## config.mk

```make
export PLATFORM = sky130hd
export DESIGN_NAME = fp_nan_stage
export DESIGN_NICKNAME = d
export VERILOG_FILES = /design/src/rtl/fpn_pkg.sv /design/src/rtl/fpn_classify.sv /design/src/rtl/fpn_decide.sv /design/src/rtl/fpn_sticky.sv /design/src/rtl/fp_nan_stage.sv
export SDC_FILE = /design/constraint.sdc
export NUM_CORES = 1
export LEC_CHECK = 0
export BUFFER_PORTS_ARGS = -buffer_cell sky130_fd_sc_hd__buf_2
export CAP_MARGIN = 20
export CORE_ASPECT_RATIO = 0.6
export CORE_UTILIZATION = 43
export CTS_BUF_LIST = sky130_fd_sc_hd__clkbuf_4 sky130_fd_sc_hd__clkbuf_8
export CTS_CLUSTER_DIAMETER = 40
export DETAILED_ROUTE_END_ITERATION = 8
export PLACE_DENSITY = 0.82
export SLEW_MARGIN = 5
export SYNTH_ARGS = -nofsm -noshare
export SYNTH_HDL_FRONTEND = slang
export SYNTH_SLANG_ARGS = --single-unit
```

## constraint.sdc

```tcl
create_clock -name clk -period 2.2 [get_ports clk]
set_input_delay 0.33 -clock clk [delete_from_list [all_inputs] [get_ports clk]]
set_output_delay 0.33 -clock clk [all_outputs]
set_load 0.01 [all_outputs]
```

## src/rtl/fpn_pkg.sv

```systemverilog
package fpn_pkg;
  typedef enum logic [2:0] {
    CLS_ARITH = 3'd0,
    CLS_SIGN  = 3'd1,
    CLS_QCMP  = 3'd2,
    CLS_SCMP  = 3'd3,
    CLS_XFER  = 3'd4
  } op_class_e;

  typedef enum logic [1:0] {
    SGN_KEEP  = 2'd0,
    SGN_FLIP  = 2'd1,
    SGN_CLEAR = 2'd2,
    SGN_KEEP2 = 2'd3
  } sign_ctl_e;

  typedef struct packed {
    logic is_nan;
    logic is_qnan;
    logic is_snan;
  } nan_info_t;
endpackage

```

## src/rtl/fpn_classify.sv

```systemverilog
module fpn_classify
  import fpn_pkg::*;
#(
  parameter int EXP_W  = 8,
  parameter int FRAC_W = 23,
  localparam int W     = 1 + EXP_W + FRAC_W
) (
  input  logic [W-1:0] val,
  output nan_info_t    info
);
  logic exp_ones;
  logic frac_nz;
  logic quiet_bit;

  always_comb begin
    exp_ones     = &val[W-2 -: EXP_W];
    frac_nz      = |val[FRAC_W-1:0];
    quiet_bit    = val[FRAC_W-1];
    info.is_nan  = exp_ones && frac_nz;
    info.is_qnan = info.is_nan && quiet_bit;
    info.is_snan = info.is_nan && !quiet_bit;
  end
endmodule

```

## src/rtl/fpn_decide.sv

```systemverilog
module fpn_decide
  import fpn_pkg::*;
#(
  parameter int EXP_W  = 8,
  parameter int FRAC_W = 23,
  localparam int W     = 1 + EXP_W + FRAC_W
) (
  input  logic [W-1:0] a,
  input  logic [W-1:0] b,
  input  nan_info_t    ia,
  input  nan_info_t    ib,
  input  op_class_e    cls,
  input  sign_ctl_e    sc,
  input  logic         dflt_mode,
  output logic         ovr,
  output logic [W-1:0] word,
  output logic         unord,
  output logic         raise
);
  localparam logic [W-1:0] QBIT = W'(1) << (FRAC_W - 1);
  localparam logic [W-1:0] DNAN = {1'b0, {EXP_W{1'b1}}, 1'b1, {(FRAC_W-1){1'b0}}};

  logic [W-1:0] pick_full;
  logic         new_sign;

  always_comb begin
    if (ia.is_snan)      pick_full = a | QBIT;
    else if (ib.is_snan) pick_full = b | QBIT;
    else if (ia.is_qnan) pick_full = a;
    else                 pick_full = b;
  end

  always_comb begin
    unique case (sc)
      SGN_FLIP:  new_sign = ~a[W-1];
      SGN_CLEAR: new_sign = 1'b0;
      default:   new_sign = a[W-1];
    endcase
  end

  always_comb begin
    ovr   = 1'b0;
    word  = '0;
    unord = 1'b0;
    raise = 1'b0;
    unique case (cls)
      CLS_ARITH: begin
        if (ia.is_nan || ib.is_nan) begin
          ovr  = 1'b1;
          word = dflt_mode ? DNAN : pick_full;
        end
        raise = ia.is_snan || ib.is_snan;
      end
      CLS_SIGN: begin
        if (ia.is_nan) begin
          ovr  = 1'b1;
          word = {new_sign, a[W-2:0]};
        end
      end
      CLS_QCMP: begin
        unord = ia.is_nan || ib.is_nan;
        raise = ia.is_snan || ib.is_snan;
      end
      CLS_SCMP: begin
        unord = ia.is_nan || ib.is_nan;
        raise = ia.is_nan || ib.is_nan;
      end
      CLS_XFER: begin
        if (ia.is_nan) begin
          ovr  = 1'b1;
          word = a;
        end
      end
      default: ;
    endcase
  end
endmodule

```

## src/rtl/fpn_sticky.sv

```systemverilog
module fpn_sticky (
  input  logic clk,
  input  logic rst,
  input  logic clr,
  input  logic set_en,
  output logic flag
);
  always_ff @(posedge clk) begin
    if (rst) flag <= 1'b0;
    else     flag <= (flag && !clr) || set_en;
  end
endmodule

```

## src/rtl/fp_nan_stage.sv

```systemverilog
module fp_nan_stage
  import fpn_pkg::*;
#(
  parameter int EXP_W  = 8,
  parameter int FRAC_W = 23,
  localparam int W     = 1 + EXP_W + FRAC_W,
  localparam int N_OPS = 2
) (
  input  logic         clk,
  input  logic         rst,
  input  logic         in_valid,
  input  logic [31:0]  op_a,
  input  logic [31:0]  op_b,
  input  logic [2:0]   op_class,
  input  logic [1:0]   sign_ctl,
  input  logic         dn_mode,
  input  logic         flag_clear,
  output logic         res_valid,
  output logic         override,
  output logic [31:0]  res_word,
  output logic         unordered,
  output logic         invalid_flag
);
  logic [W-1:0] opnd [N_OPS];
  nan_info_t    info [N_OPS];

  assign opnd[0] = op_a[W-1:0];
  assign opnd[1] = op_b[W-1:0];

  for (genvar i = 0; i < N_OPS; i++) begin : g_cls
    fpn_classify #(.EXP_W(EXP_W), .FRAC_W(FRAC_W)) u_cls (
      .val  (opnd[i]),
      .info (info[i])
    );
  end

  logic         d_ovr;
  logic [W-1:0] d_word;
  logic         d_unord;
  logic         d_raise;

  fpn_decide #(.EXP_W(EXP_W), .FRAC_W(FRAC_W)) u_dec (
    .a         (opnd[0]),
    .b         (opnd[1]),
    .ia        (info[0]),
    .ib        (info[1]),
    .cls       (op_class_e'(op_class)),
    .sc        (sign_ctl_e'(sign_ctl)),
    .dflt_mode (dn_mode),
    .ovr       (d_ovr),
    .word      (d_word),
    .unord     (d_unord),
    .raise     (d_raise)
  );

  fpn_sticky u_flag (
    .clk    (clk),
    .rst    (rst),
    .clr    (flag_clear),
    .set_en (in_valid && d_raise),
    .flag   (invalid_flag)
  );

  always_ff @(posedge clk) begin
    if (rst) begin
      res_valid <= 1'b0;
      override  <= 1'b0;
      res_word  <= '0;
      unordered <= 1'b0;
    end else begin
      res_valid <= in_valid;
      if (in_valid) begin
        override  <= d_ovr;
        res_word  <= 32'(d_word);
        unordered <= d_unord;
      end
    end
  end
endmodule

```

==> impl_results.md, run 1 <==
- Compound-Gate Fraction of Synth Area: 0.255
- Mapped Area: 1670 µm²
- Post-synthesis mux area share: 0.00676
- Post-DRT Antenna Nets: 0
- Hold Buf Count CTS: 0
- Final wirelength: 4.63 mm
- CP max stage cell: a221o_1
- Endpoints failing setup: 0
- Syn Nets: 239
- Crit end category: flop
- Final max-slew violation count: 0
- Cells after Synth: 164
- Post-CTS setup buffer count: 0
- GPL Wtd Cong: 0.889
- Worst-margin pin slew: 0.604 ns
- Main combinational cell family by area after synthesis: compound AO/OA/AOI/OAI gates
- Tcrit/Tclk final: 0.839
- Top_reg_cell synth: dfxtp_1
- R2r worst-path depth: 2
- Resize count post-CTS: 0
- Library cells used by synthesis: 35
- Setup TNS: 0 ns
- Crit Path Category: in2reg
- Wire per inst: 14.4 µm
- Period minus WS final: 1.85 ns
- Post-synth EDFFs: 0
- Number of warnings issued by yosys: 0
- Worst hold-check slack: 0.242 ns
- IO Port Bufs: 109
- Async set-reset flop share out of synthesis: 0
- Unrepaired setup endpoints after global routing: no
- Detailed router's first-iteration violation count: 95
- Hold Path Origin: rst
- Share of post-route cells with drive strength above 1: 0.476
- Largest net degree at the start of global routing: 23
- Std cell rows: 17
- Flop2flop setup slack: 1.36 ns
- Synth Register Bits: 36
- Vias in the first global route: 1495
- Post-layout net count: 349
- Worst stage delay on the critical path: 0.38 ns
- Post-Layout Cell Count: 322
- Final Skew: 0 ns
- First-pass GRT wire length: 7.09 mm
- Max Fclk: 542 MHz
- CP Launch Type: input port
- R2r endpoint: res_word[19]$_SDFFE_PP0P_
- Clock transition at path regs: 0.07 ns
- Worst IR drop on VDD: 0.368 mV
- Initial antenna violation count: 0
- Area share of fa/ha/maj cells after synthesis: 0.00751
- Worst slew margin: 0.598
- Hold Crit Depth: 2
- R2R Path Start: res_word[19]$_SDFFE_PP0P_
- Post-Synth XOR/XNOR Area: 0.00526
- CTS H-tree lvls: 2
- Crit Path Max Fanout: 22
- P&R area growth vs syn: 40.2%
- Die Area: 4130 µm²
- Clk_lat worst skew: 0.28 ns
- Seq/Total Area, Yosys: 0.433
- Post-Place Cells: 314
- Number of diodes: 0
- Post-route DRC: 0
- TritonRoute pass-1 iters: 4
- Final hold violation count: 0
- GRT Total Usage: 0.234
- CP cell instances: buf_2, nor4_1, nand4_1, o21ai_2, and3b_4, a221o_1
- CTS tree: yes
- Leakage: 1.20 nW
- Vias post-DR: 1732
- Top delay family on crit path: simple AND/OR/NAND/NOR gates
- Hold crit path type: in2reg
- Simple-gate share of the synthesized area: 0.237
- WP buf/inv: 1
- Status: complete, no violations
- Deepest clock path buffer count: 2
- WP data arrival: 2.02 ns
- CP required: 2.37 ns
- Fillers: 338
- Die Ht: 50.2 µm
- Vias per cell: 5.38
- Pwr dens: 553 nW/µm²
- Core ar.: 3680 µm²
- Avg Cell Area, Syn: 10.2 µm²
- Hold Crit Endpoint: unordered$_SDFFE_PP0P_
- TritonCTS buffer count: 5
- Root Driver: clkbuf_8
- DPL Wire Length: 3.62 mm
- Boundary Pins: 110
- Clock net sink count: 36
- Max-cap violations: 0
- GRT overflow: 0
- Die width: 82.3 µm
- Starting Density: 0.453
-- cells in the mapped netlist (all sizes together) (2+ instances only) --
library cell   n  area, µm²
and2          22        138
buf            6       61.3
nor3b          2       15.0
a21o           9       67.6
o21ai          3       22.5
nand2          7       26.3
dfxtp         36        721
nand2b         4       25.0
a21oi          4       23.8
inv            4       15.0
nand4          6       37.5
nor3           6       41.3
o41ai          2       17.5
a221o         22        220
nor4          11       68.8
nor2           3       11.3
clkbuf         4       16.3
-- cell usage in the layout (no fill, tap or decap), types with 4 or more instances in the layout --
| cell | count |
|---|---|
| nor3_1 | 5 |
| inv_1 | 4 |
| clkbuf_8 | 6 |
| dfxtp_1 | 36 |
| nand4_1 | 6 |
| and2_1 | 22 |
| a221o_1 | 22 |
| buf_2 | 109 |
| nor4_1 | 11 |
| nand2b_1 | 4 |
| a21o_1 | 9 |
| nand2_1 | 7 |
-- registers in the layout, summed over array words and instances, names as in the netlist --
register	count
res_valid	1
u_flag.flag	1
res_word	32
unordered	1
override	1
-- area by class of cell --
| class | count | area [µm²] | area share |
|---|---|---|---|
| Multi-Input combinational cell | 114 | 855 | 0.366 |
| Inverter | 4 | 15.0 | 0.00643 |
| Tap cell | 47 | 58.8 | 0.0252 |
| Sequential cell | 36 | 721 | 0.309 |
| Timing Repair Buffer | 113 | 588 | 0.252 |
| Clock buffer | 7 | 90.1 | 0.0386 |
| Clock inverter | 1 | 7.51 | 0.00322 |
-- logic make-up (layout without fill, tap and decap cells) --
kind of cell,Yosys count,in the layout
compound gates,47,47
flops,36,36
buf+inv,14,125
fa+ha+maj,1,1
xor+xnor,1,1
simple gates,64,64
mux,1,1
-- worst reg2reg max path, delay by kind of cell, from the launching register on --
kind,cells,cell delay (ns)
AO/OA/AOI/OAI,1,0.26
flip-flops,1,0.33
AND/OR/NAND/NOR,1,0.14
-- through the flow --
step                area (µm²)  setup slack (ns)  total power [W]   util
CTS                       2330             0.347          0.00130  0.634
finish                    2330             0.355          0.00129  0.634
global route              2330             0.239          0.00136  0.634
floorplan                 1670             0.407         0.000705      -
detailed placement        2240            0.0505         0.000795  0.608
global placement          2240             0.128         0.000795  0.608
-- power by group --
part / total (W) / internal (W) / switching (W) / leakage (nW)
Clock: 0.000510 / 0.000267 / 0.000243 / 0.0479
Sequential: 0.000653 / 0.000652 / 0.000000354 / 0.290
Combinational: 0.000128 / 0.0000626 / 0.0000659 / 0.858
-- per-layer routing --
metal	global-route usage	part of all wire	vias up
met5	0	0	-
met4	0.0702	0.0078	0
met3	0.0745	0.10	7
met2	0.325	0.40	90
met1	0.340	0.49	783
li1	-	-	852
-- worst max-delay path by stage --
stage | start | to | slack (ns) | depth (start not counted)
finish | op_b[17] | res_word[20]$_SDFFE_PP0P_ | 0.35 | 6
global route | op_b[17] | res_word[17]$_SDFFE_PP0P_ | 0.24 | 6
CTS | op_b[17] | res_word[20]$_SDFFE_PP0P_ | 0.35 | 6
detailed placement | op_b[17] | res_word[20]$_SDFFE_PP0P_ | 0.05 | 6
global placement | op_b[17] | res_word[15]$_SDFFE_PP0P_ | 0.13 | 6
floorplan | op_a[17] | res_word[31]$_SDFFE_PP0P_ | 0.41 | 6
No activity file was read; power rests on OpenSTA's default activity.
==> run 2, diff against run 1 <==
- CORE_UTILIZATION: 43 -> 39
- PLACE_DENSITY: 0.82 -> 0.78
- clock period: 2.2 -> 1.65 ns (I/O delays scaled with it)
==> impl_results.md, run 2 (synthesis results as in run 1) <==
- Largest net degree at the start of global routing: 23
- Final Skew: 0 ns
- Final max-slew violation count: 0
- Worst stage delay on the critical path: 0.30 ns
- IO Port Bufs: 109
- Fillers: 335
- Commonest cells after routing, fill and taps aside: 109 x buf_2, 36 x dfxtp_1, 28 x buf_4
- Root Driver: clkbuf_8
- CP cell instances: buf_2, nor4_4, nand4_1, o21ai_2, buf_4, a21oi_2, buf_12, a221o_1
- Crit Path Max Fanout: 22
- Die Area: 4540 µm²
- Worst slew margin: 0.599
- Initial antenna violation count: 0
- Detailed router's first-iteration violation count: 70
- TritonRoute pass-1 iters: 5
- CP max stage cell: nor4_4
- Vias per cell: 5.16
- DPL Wire Length: 3.96 mm
- Post-layout net count: 376
- First-pass GRT wire length: 7.70 mm
- Clock Power Share: 0.363
- Worst hold-check slack: 0.206 ns
- Most common cell after layout, fill and taps aside: buf_2
- Clk_lat worst skew: 0.28 ns
- Post-Layout Cell Count: 359
- Place WS: -0.312 ns
- Leakage: 1.34 nW
- Die width: 86.4 µm
- Gate power share: 0.136
- Post-route DRC: 0
- Wire per inst: 14.1 µm
- Top delay family on crit path: compound AO/OA/AOI/OAI gates
- CTS H-tree lvls: 2
- Period minus WS final: 1.62 ns
- Die Ht: 52.6 µm
- Crit end category: flop
- Vias post-DR: 1852
- GPL Wtd Cong: 0.792
- Number of diodes: 0
- Final hold violation count: 0
- Share of post-route cells with drive strength above 1: 0.546
- FF+latch area: 721 µm²
- Final worst setup slack: 0.0327 ns
- Multi-input logic area: 942 µm²
- Clock transition at path regs: 0.08 ns
- Tcrit/Tclk final: 0.980
- R2r worst-path depth: 2
- Starting Density: 0.430
- Final wirelength: 5.08 mm
- Vias in the first global route: 1647
- CP Launch Type: input port
- GRT overflow: 0
- Crit Path Category: in2reg
- Internal power: 0.00129 W
- Post-DRT Antenna Nets: 0
- GRT Total Usage: 0.225
- Switching pwr: 0.000448 W
- Largest Register: res_word
- Post-DP Area: 2510 µm²
- TritonCTS buffer count: 5
- Pwr dens: 654 nW/µm²
- Switching Fraction: 0.258
- Worst-margin pin slew: 0.601 ns
- Max Fclk: 618 MHz
- Std cell rows: 17
- CP required: 1.82 ns
- Post-Place Cells: 351
- Setup TNS: 0 ns
- Deepest clock path buffer count: 2
- Hold crit path type: in2reg
- Critical path depth: 8
- Clock net sink count: 36
- Share of power burned in registers: 0.501
- P&R area growth vs syn: 59.3%
- Hold Crit Depth: 2
- Endpoints failing setup: 0
- WP data arrival: 1.79 ns
- Max-cap violations: 0
- Worst IR drop on VDD: 0.518 mV
- Boundary Pins: 110
- Max reg flops: 32
- Core ar.: 3870 µm²
- Post-route cell area: 2650 µm²
- CTS tree: yes
- Status: complete, no violations
- WP buf/inv: 3
## run 2: cell count changes in the layout (fill, tap and decap cells not counted), sizes merged
cell and change:
clkinvlp -1, clkbuf -2, buf +27, clkinv +3
## run 2: power groups by stage
stage	Clock [W]	Sequential [W]	Combinational, W
floorplan	0	0.000892	0.0000508
global placement	0	0.000890	0.000218
detailed placement	0	0.000890	0.000220
CTS	0.000645	0.000870	0.000222
global route	0.000692	0.000870	0.000256
finish	0.000629	0.000870	0.000236
## run 2: final timing paths
path,startpoint,endpoint,slack [ns]
worst max-delay path,op_a[0],res_word[1]$_SDFFE_PP0P_,0.03
worst min-delay path,op_b[13],res_word[13]$_SDFFE_PP0P_,0.21
worst max register to register,res_word[16]$_SDFFE_PP0P_,res_word[16]$_SDFFE_PP0P_,0.81
worst min register to register,res_word[23]$_SDFFE_PP0P_,res_word[23]$_SDFFE_PP0P_,0.45
## run 2: layer usage
| metal | GRT usage | routed length [µm] |
|---|---|---|
| met5 | 0 | 0 |
| met4 | 0.0333 | 0 |
| met3 | 0.0709 | 401 |
| met2 | 0.349 | 2200 |
| met1 | 0.311 | 2470 |
## run 2: timing repair
item                                    4_1_cts  5_1_grt
pin swaps                                     0        3
gates cloned                                  0        0
resized for setup                             1        7
endpoints found under the setup margin       11       23
buffers inserted                              0        0
hold buffers                                  0        0
## run 2: cell type report
type	instances	area share
Tap cell	57	0.0269
Clock inverter	3	0.00708
Timing Repair Buffer	140	0.308
Multi-Input combinational cell	114	0.355
Inverter	4	0.00566
Clock buffer	5	0.0259
Sequential cell	36	0.272
## run 2: per-stage QoR
| stage | power [W] | util |
|---|---|---|
| finish | 0.00173 | 0.685 |
| global route | 0.00182 | 0.685 |
| CTS | 0.00174 | 0.672 |
| detailed placement | 0.00111 | 0.648 |
| global placement | 0.00111 | 0.648 |
| floorplan | 0.000942 | - |
==> run 3, diff against run 2 <==
- CORE_UTILIZATION: 39 -> 44
- PLACE_DENSITY: 0.78 -> 0.79
- SYNTH_HIERARCHICAL: not set -> 1
- TNS_END_PERCENT: not set -> 5
==> impl_results.md, run 3 <==
- Status: finished, violations left
- Failing checks: setup timing
- Clock net sink count: 36
- Starting Density: 0.458
- Initial antenna violation count: 0
- Crit Path Category: in2reg
- R2r worst-path depth: 2
- Worst IR drop on VDD: 0.332 mV
- First-pass GRT wire length: 11.4 mm
- Fin util: 0.702
- GRT overflow: 0
- Final Skew: 0 ns
- Hold crit path type: in2reg
- Crit Path Max Fanout: 6
- Cells after Synth: 262
- Unrepaired setup endpoints after global routing: yes
- Clock transition at path regs: 0.07 ns
- CTS tree: yes
- Final wirelength: 7.47 mm
- Mapped Area: 2320 µm²
- Number of diodes: 0
- Boundary Pins: 110
- Commonest cells after routing, fill and taps aside: 102 x buf_2, 55 x mux2i_1, 39 x buf_4
- Die Area: 5590 µm²
- Final hold violation count: 0
- Largest Register: res_word
- Fillers: 395
- Detailed router's first-iteration violation count: 97
- Tcrit/Tclk final: 1.23
- Metal2 WL: 3.14 mm
- Clock Power Share: 0.362
- Hold Crit Depth: 3
- Share of power burned in registers: 0.454
- Vias post-DR: 2534
- IO Port Bufs: 109
- Setup TNS: -8.96 ns
- Worst slew margin: 0.440
- Clk_lat worst skew: 0.29 ns
- Leakage: 1.79 nW
- Gate power share: 0.184
- Number of warnings issued by yosys: 6
- Most common cell after layout, fill and taps aside: buf_2
- Final max-slew violation count: 0
- Root Driver: clkbuf_8
- Std cell rows: 20
- WP data arrival: 2.20 ns
- Max-cap violations: 0
- Period minus WS final: 2.03 ns
- GRT Total Usage: 0.274
- Post-layout net count: 485
- Internal power: 0.00142 W
- Vias per cell: 5.32
- Die width: 95.8 µm
- Post-DRT Antenna Nets: 0
- TritonRoute pass-1 iters: 4
- CP required: 1.82 ns
- Pwr dens: 537 nW/µm²
- Final worst setup slack: -0.377 ns
- Largest net degree at the start of global routing: 37
- Post-route DRC: 0
- Worst-margin pin slew: 0.835 ns
- DPL Wire Length: 5.18 mm
- CP Launch Type: input port
- Wire per inst: 15.7 µm
- TritonCTS buffer count: 5
- Top Layer Used: met4
- Deepest clock path buffer count: 2
- Die Ht: 58.3 µm
- Core ar.: 5080 µm²
- Share of post-route cells with drive strength above 1: 0.478
- Switching pwr: 0.000494 W
- Max reg flops: 32
- Met1 WL: 3.70 mm
- Hold Buf Count CTS: 0
- Switching Fraction: 0.258
- Avg Cell Area, Syn: 8.87 µm²
- Max Fclk: 493 MHz
- Crit end category: flop
- Syn Nets: 337
- Met3 WL: 576 µm
- GPL Wtd Cong: 0.783
- CTS H-tree lvls: 2
- Endpoints failing setup: 33
- Vias in the first global route: 2331
- P&R area growth vs syn: 53.4%
run 3: worst max-delay path: stages:
cell and delay [ns]:
buf_6 0.09, or4_4 0.54, nor2_4 0.21, a2111oi_4 0.12
a21oi_4 0.17, buf_12 0.16, buf_12 0.13, mux2i_1 0.20
o21ai_1 0.09, mux2i_1 0.18, nor2_1 0.07
run 3: path summary, 6_finish.rpt:
check                                 start                         to  slack, ns
setup reg to reg   res_word[1]$_SDFFE_PP0P_   res_word[1]$_SDFFE_PP0P_       0.98
hold / removal                   flag_clear     u_flag/flag$_SDFF_PP0_       0.24
setup / recovery                   op_a[11]   res_word[1]$_SDFFE_PP0P_      -0.38
hold reg to reg   res_word[25]$_SDFFE_PP0P_  res_word[25]$_SDFFE_PP0P_       0.49
run 3: power by group through the flow:
stage	Sequential, W	Clock [W]	Combinational (W)
detailed placement	0.000891	0	0.000308
CTS	0.000870	0.000704	0.000323
global route	0.000870	0.000747	0.000376
floorplan	0.000891	0	0.000121
finish	0.000871	0.000694	0.000352
global placement	0.000891	0	0.000302
run 3: what timing repair did:
action	4_1_cts	5_1_grt
pin swaps	2	12
buffers inserted	0	1
gates resized for setup	11	24
cloned	1	2
endpoints found under the setup margin	34	35
run 3: final cells by class:
type                       instances  area (µm²)  share of cell area
clock buffer                       7        96.3              0.0270
tap                               66        82.6              0.0231
timing repair buffer             157        1060               0.298
multi-input combinational        205        1590               0.444
inverter                           5        18.8             0.00526
sequential                        36         721               0.202
run 3: metal layers:
layer,GRT usage,vias up
li1,-,1246
met1,0.386,1165
met2,0.432,116
met3,0.0594,7
met4,0.0682,0
met5,0,-
run 3: through the flow:
| step | instance area [µm²] | setup WS, ns | instances | hold WS, ns | power, W |
|---|---|---|---|---|---|
| 4_1_cts | 3380 | -0.349 | 473 | 0.230 | 0.00190 |
| 3_3_place_gp | 3200 | -0.732 | 465 | 0.470 | 0.00119 |
| 6_report | 3570 | -0.377 | 476 | 0.242 | 0.00192 |
| 2_1_floorplan | 2340 | -0.289 | 262 | 0.310 | 0.00101 |
| 3_5_place_dp | 3200 | -0.819 | 465 | 0.477 | 0.00120 |
| 5_1_grt | 3570 | -0.432 | 476 | 0.247 | 0.00199 |
